===== src/rtl/host_seg_ctrl.sv =====
module host_seg_ctrl #(
  parameter int DW   = 16,
  parameter int SEGW = 2
) (
  input  logic            clk,
  input  logic            rst_n,
  input  logic            en_n,
  input  logic            w_n,
  input  logic            cm_n,
  input  logic [DW-1:0]   dq_in,
  output logic [DW-1:0]   dq_out,
  output logic            dq_oe,
  input  logic [DW-1:0]   rd_data,
  input  logic            match_in,
  input  logic            full_in,
  output logic            wr_stb,
  output logic [1:0]      wr_sel,
  output logic [SEGW-1:0] wr_seg,
  output logic [DW-1:0]   wr_data,
  output logic            rd_stb,
  output logic [1:0]      rd_sel,
  output logic [SEGW-1:0] rd_seg,
  output logic            cmp_stb,
  output logic [11:0]     ctrl_q
);
  localparam logic [SEGW-1:0] SEG_LAST = {SEGW{1'b1}};
  localparam logic [1:0]      SEL_MEM  = 2'd3;

  logic            en_q, act, fall;
  logic [1:0]      typ;
  logic [1:0]      dst_sel, src_sel;
  logic [SEGW-1:0] dst_seg, src_seg;
  logic [SEGW-1:0] dst_start, dst_end, src_start, src_end;
  logic [3:0]      op;

  assign fall = en_q & ~en_n;
  assign op   = dq_in[15:12];

  function automatic logic [SEGW-1:0] seg_next(input logic [SEGW-1:0] s,
                                               input logic [SEGW-1:0] st,
                                               input logic [SEGW-1:0] en);
    return (s == en) ? st : s + 1'b1;
  endfunction

  assign dq_oe  = act & typ[1] & ~en_n;
  assign dq_out = typ[0] ? rd_data : {{(DW-2){1'b0}}, full_in, match_in};

  always_ff @(posedge clk or negedge rst_n) begin
    if (!rst_n) begin
      en_q      <= 1'b1;
      act       <= 1'b0;
      typ       <= 2'b11;
      wr_stb    <= 1'b0;
      rd_stb    <= 1'b0;
      cmp_stb   <= 1'b0;
      wr_sel    <= '0;
      wr_seg    <= '0;
      wr_data   <= '0;
      rd_sel    <= '0;
      rd_seg    <= '0;
      dst_sel   <= '0;
      src_sel   <= '0;
      dst_seg   <= '0;
      src_seg   <= '0;
      dst_start <= '0;
      dst_end   <= SEG_LAST;
      src_start <= '0;
      src_end   <= SEG_LAST;
      ctrl_q    <= '0;
    end else begin
      en_q    <= en_n;
      wr_stb  <= 1'b0;
      rd_stb  <= 1'b0;
      cmp_stb <= 1'b0;
      if (en_n) act <= 1'b0;
      if (fall) begin
        act <= 1'b1;
        typ <= {w_n, cm_n};
        case ({w_n, cm_n})
          2'b01: begin
            wr_stb  <= 1'b1;
            wr_sel  <= dst_sel;
            wr_seg  <= dst_seg;
            wr_data <= dq_in;
            dst_seg <= seg_next(dst_seg, dst_start, dst_end);
            if (dst_seg == dst_end && dst_sel != SEL_MEM) cmp_stb <= 1'b1;
          end
          2'b11: begin
            rd_stb  <= 1'b1;
            rd_sel  <= src_sel;
            rd_seg  <= src_seg;
            src_seg <= seg_next(src_seg, src_start, src_end);
          end
          2'b00: begin
            case (op)
              4'd1: begin
                dst_sel <= dq_in[1:0];
                dst_seg <= dst_start;
              end
              4'd2: begin
                src_sel <= dq_in[1:0];
                src_seg <= src_start;
              end
              4'd3: begin
                ctrl_q  <= dq_in[11:0];
                cmp_stb <= 1'b1;
              end
              4'd4: begin
                dst_start <= dq_in[SEGW-1:0];
                dst_end   <= dq_in[2*SEGW-1:SEGW];
                src_start <= dq_in[3*SEGW-1:2*SEGW];
                src_end   <= dq_in[4*SEGW-1:3*SEGW];
                dst_seg   <= dq_in[SEGW-1:0];
                src_seg   <= dq_in[3*SEGW-1:2*SEGW];
              end
              4'd5: begin
                ctrl_q    <= '0;
                dst_sel   <= '0;
                src_sel   <= '0;
                dst_start <= '0;
                dst_end   <= SEG_LAST;
                src_start <= '0;
                src_end   <= SEG_LAST;
                dst_seg   <= '0;
                src_seg   <= '0;
              end
              default: ;
            endcase
          end
          default: ;
        endcase
      end
    end
  end
endmodule


===== config.mk =====
export PLATFORM = sky130hd
export DESIGN_NAME = host_seg_ctrl
export DESIGN_NICKNAME = d
export VERILOG_FILES = /design/src/rtl/host_seg_ctrl.sv
export SDC_FILE = /design/constraint.sdc
export NUM_CORES = 1
export LEC_CHECK = 0
export BUFFER_PORTS_ARGS = -buffer_cell sky130_fd_sc_hd__buf_2
export CAP_MARGIN = 0
export CORE_AREA = 2 2 83 85
export CTS_CLUSTER_DIAMETER = 50
export DETAILED_ROUTE_END_ITERATION = 10
export DIE_AREA = 0 0 85 87
export GPL_TIMING_DRIVEN = 0
export PLACE_DENSITY = 0.76
export RECOVER_POWER = 50
export SLEW_MARGIN = 20
export SYNTH_ARGS = -nofsm -noshare
export SYNTH_HDL_FRONTEND = slang
export SYNTH_SLANG_ARGS = --single-unit

===== constraint.sdc =====
create_clock -name clk -period 1.5 [get_ports clk]
set_input_delay 0.3 -clock clk [delete_from_list [all_inputs] [get_ports clk]]
set_output_delay 0.3 -clock clk [all_outputs]
set_load 0.02 [all_outputs]

### After elaboration in Yosys (flattened, before gate mapping)

Cells that the tools add are included.

| word-level totals | value |
|---|---|
| memories kept | 0 |
| bits in registers | 59 |
| latch bits | 0 |
| RAM bits | 0 |
| bits in read-only memories | 0 |
| output and inout bits | 56 |

| operators by class | value |
|---|---|
| magnitude comparators | 0 |
| $add $sub $neg | 2 |
| reductions and logical operators | 17 |
| muxes and demuxes | 24 |
| equality and inequality tests | 12 |
| shifts and indexed selects | 0 |
| div/mod/pow operators | 0 |
| multipliers | 0 |
| bitwise gates (word level) | 4 |

Operator list:

| cell | number |
|---|---|
| 2-bit case mux with 2 select lines | 8 |
| 12-bit case mux with 2 select lines | 1 |
| 3-bit AND reduction | 6 |
| 16-bit two-way mux | 1 |
| 2-bit nonzero test | 7 |
| 2-bit case mux with 3 select lines | 2 |
| 1-bit two-way mux | 9 |
| 4-bit by 2-bit == test with 1-bit output, second input constant | 2 |
| 4-bit by 3-bit == test with 1-bit output, second input constant | 2 |
| 4-bit by 3-bit inequality test with 1-bit output, second input constant | 2 |
| 2-bit by 1-bit adder with 2-bit output, second input constant | 2 |
| 2-bit == test | 2 |
| 4-bit by 1-bit == test with 1-bit output, second input constant | 1 |
| 2-bit two-way mux | 2 |
| 2-bit AND reduction | 2 |
| 1-bit AND | 3 |
| 2-bit by 1-bit == test with 1-bit output, second input constant | 1 |
| 2-bit == test, second input constant | 1 |
| 2-bit logical NOT | 1 |
| 2-bit inequality test, second input constant | 1 |
| 1-bit case mux with 2 select lines | 1 |
| 1-bit logical AND | 1 |
| 1-bit inverter | 1 |

### Logic depth before layout (Yosys ltp)

| logic depth | value |
|---|---|
| word-level depth | 5 |
| gate-level depth with buffers | 7 |
| depth with buffers taken out | 6 |

### Worst setup path before layout

Ideal clock, no wire load.

| timing | value |
|---|---|
| path kind | input to register |
| from | input w_n |
| to | register ctrl_q[10] |
| setup time | 121 ps |
| slack | -16 ps |
| buffers on the path | 1 |
| arrival time | 1395 ps |
| cell stages on the path | 7 |
| cells stage by stage | inv_1 > ha_1 > and4bb_2 > nand2_2 > o21bai_4 > buf_6 > a22o_1 |

| on the way | value |
|---|---|
| word-level cells in the longest chain between the ends | 2 |

RTL lines:

| item | RTL line | text |
|---|---|---|
| start, declared | 8 | `input logic w_n,` |
| 2-bit logical NOT | 79 | `case ({w_n, cm_n})` |
| 3-bit AND reduction (no line) | -- |  |
| end signal, assigned | 105 | `ctrl_q <= dq_in[11:0];` |
| end, declared | 24 | `output logic [11:0] ctrl_q` |

Every way passes these cells.
A chain may end at the register's enable or synchronous reset.

### Worst setup path in the final report

| timing | value |
|---|---|
| from | register typ[0] |
| to | output dq_out[1] |

| on the way | value |
|---|---|
| word-level cells in the longest chain between the ends | 1 |

RTL lines:

| item | RTL line | text |
|---|---|---|
| start, declared | 30 | `logic [1:0] typ;` |
| start signal, assigned | 78 | `typ <= {w_n, cm_n};` |
| 16-bit two-way mux | 46 | `assign dq_out = typ[0] ? rd_data : {{(DW-2){1'b0}}, full_in, match_in};` |
| end, declared | 11 | `output logic [DW-1:0] dq_out,` |

Every way passes these cells.

==> reports/qor.yml <==
clock_network:
  ctsHoldBuffers: 0
  clk_pin_slew_ns: 0.06
  numCtsBuffers: 9
  clockBufferDepth: 2
  root_buffer: "clkbuf_8"
  clkSinkCount: 59
  insertion_delay_ns: 0.34
  cts-htree-levels: 3
  cts_tree: "done"
logic_synthesis:
  synth.largest_area_cell: "dfrtp_1"
  synth_edf_count: 0
  synth_top_area_share_pct: 45.7
  async_reset_ff_share_pct: 100
  netlist_instances: 251
  yosys_most_used_dff: "dfrtp_1"
  synth-seq-cells: 59
  ys_seq_area_share_pct: 52.2
  yosys-top-cells-area: "dfrtp_1, mux2_2, dfstp_2"
  ys.warnings.count: 0
  synthesis.nets: 293
  synth.avg_cell_area_um2: 11.3
  yosys.cell_types.count: 51
  netlist_area_um2: 2850
final_layout:
  utilization_pct: 59.0
  largest_registers: "wr_data: 16 flops, ctrl_q: 12 flops"
  largest_reg_flops: 16
  drive_above_1_share_pct: 47.8
  area_growth_pct: 36.3
  regMostFlops: "wr_data"
  fin_area_um2: 3880
  final_cells: 448
  nNetsFinal: 405
  fillers: 537
  diodes: 0
setup_path:
  worstPathRequired_ns: 1.20
  path_class: "flop to output pin"
  cp-start-kind: "flop"
  crit_path_max_fanout: 5
  end_kind: "output pin"
  cp.arrival_ns: 1.39
routing:
  drtIter0Drc: 117
  wl_per_cell_um: 15.8
  drtAntennaViolNets: 0
  drc: 0
  wl_um: 7100
  vias: 2377
  firstDrtPassIters: 4
  vias_per_cell: 5.31
power_and_ir_drop:
  p_int_mw: 3.49
  p_comb_share_pct: 27.6
  seq_power_share_pct: 40.7
  leakage_nw: 1.93
  swShare_pct: 31.3
  power.share.clock_pct: 31.6
  power_switching_mw: 1.59
  ir_drop_mv: 0.777
  powerDensity_nw_per_um2: 1310
grt:
  grt_max_degree: 60
  grt_antenna_before_repair: 0
  grt_pass1_vias: 2238
  track_usage_pct: 19.6
  grt_overflow: 0
  grt_pass1_wl_um: 11100
sta:
  slew-limit-headroom_pct: 3.99
  postLayoutSetupSlackWorst_ns: -0.185
  rsz0062_at_grt: "true"
  fin_setup_tns_ns: -2.82
  holdWs_ns: 0.203
  finalHoldViolations: 0
  fmax_mhz: 593
  finalSetupViolations: 28
  slew_violations: 0
  tightest_slew_ns: 1.44
  min_period_over_period_pct: 112
  finClkSkew_ns: 0.00873
  fin_crit_ns: 1.69
floorplanning:
  die_w_um: 85
  core_um2: 6570
  start_util_pct: 43.3
  io-pin-count: 95
  die-area_um2: 7400
  rows: 30
  die_h_um: 87
place:
  placed_cells: 423
  dp_hpwl_um: 4850
  numPortBuffers: 92
  place.gp.congestion: 0.885
  place_area_um2: 3420
min_path:
  hold_path_class: "primary input to flop"
job:
  cap_viol_max_count: 0
status:
  violations: "setup timing"
  status: "finished with violations"
==> path summary, 6_finish.rpt <==
path | to | cells past startpoint | slack [ns] | startpoint
min reg2reg | wr_data[4] | 2 | 0.49 | wr_data[4]
max | dq_out[1] | 2 | -0.19 | typ[0]
max in group asynchronous | wr_seg[1] | 1 | 0.34 | rst_n
max reg2reg | ctrl_q[4] | 5 | -0.09 | en_q
min | ctrl_q[8] | 2 | 0.20 | dq_in[8]
min in group asynchronous | wr_data[12] | 1 | 0.30 | rst_n
==> synthesized netlist by cell type, drive strengths merged (2+ instances only) <==
library cell	count
a21boi	2
a21oi	5
a22o	13
a31oi	3
a32o	2
a41o	2
and2	15
and4bb	2
buf	9
clkbuf	4
dfrtp	52
dfstp	7
ha	3
inv	10
mux2	26
nand2	24
nand3	2
nand3b	2
nor2	15
nor2b	4
nor3	3
nor3b	5
o21a	2
o21ai	16
o31ai	3
xnor2	2
==> layout by cell type (no fill, tap or decap), drive strengths merged, types with 3 or more instances in the layout <==
| cell | count |
|---|---|
| clkbuf | 28 |
| a31oi | 3 |
| mux2 | 26 |
| nor3 | 3 |
| inv | 10 |
| and2 | 15 |
| nor2b | 4 |
| dfrtp | 52 |
| buf | 98 |
| a21oi | 5 |
| ha | 3 |
| a22o | 13 |
| o31ai | 3 |
| dfstp | 7 |
| nor2 | 15 |
| nor3b | 5 |
| nand2 | 24 |
| o21ai | 16 |
==> power by group through the flow <==
stage / combinational [mW] / sequential (mW) / clock (mW)
floorplan: 0.631 / 2.29 / 0
finish: 1.40 / 2.07 / 1.61
CTS: 1.37 / 2.07 / 1.64
global placement: 1.25 / 2.07 / 0
detailed placement: 1.29 / 2.09 / 0
global route: 1.53 / 2.11 / 1.72
==> critical path: stages (launching register included) <==
cell	delay (ns)
dfstp_2	0.61
mux2_4	0.32
buf_6	0.13
==> stage by stage <==
step | setup slack, ns | power [mW]
floorplan | 0.000641 | 2.92
finish | -0.185 | 5.08
CTS | -0.195 | 5.08
global placement | -0.276 | 3.32
detailed placement | -0.340 | 3.38
global route | -0.232 | 5.36
==> final cells by class <==
type                    instances  area, um2  share of cell area (%)
plain buffers                  13        104                    2.68
clock buffers                  12        145                    3.74
clock inverters                 4       73.8                    1.90
inverters                      10       37.5                   0.968
multi-input cells             169       1320                    34.1
flip-flops and latches         59       1490                    38.3
well taps                      80        100                    2.58
repair buffers                101        611                    15.7
==> layer usage <==
| metal | vias up | part of all wire, % | track usage (%) |
|---|---|---|---|
| li1 | 1116 | - | - |
| met1 | 1147 | 44 | 25.3 |
| met2 | 103 | 47 | 30.5 |
| met3 | 11 | 7.2 | 5.21 |
| met4 | 0 | 1.8 | 9.67 |
| met5 | - | 0 | 0 |
==> cells by family (layout without fill, tap and decap cells) <==
logic type | Yosys count | after routing | synth area share (%)
adder cells (fa/ha/maj) | 3 | 3 | 1.32
XOR/XNOR | 3 | 3 | 0.923
buffers and inverters | 23 | 140 | 4.18
AND/OR/NAND/NOR | 78 | 78 | 15.3
multiplexers | 27 | 27 | 10.6
AO/OA/AOI/OAI | 58 | 58 | 15.4
flip-flops | 59 | 59 | 52.2
==> timing repair <==
item	4_1_cts	5_1_grt
endpoints found under the setup margin	59	53
gates cloned	1	1
pin swaps	4	4
gates resized for setup	38	29
buffers inserted	6	1
Power figures use the tool's default switching activity.
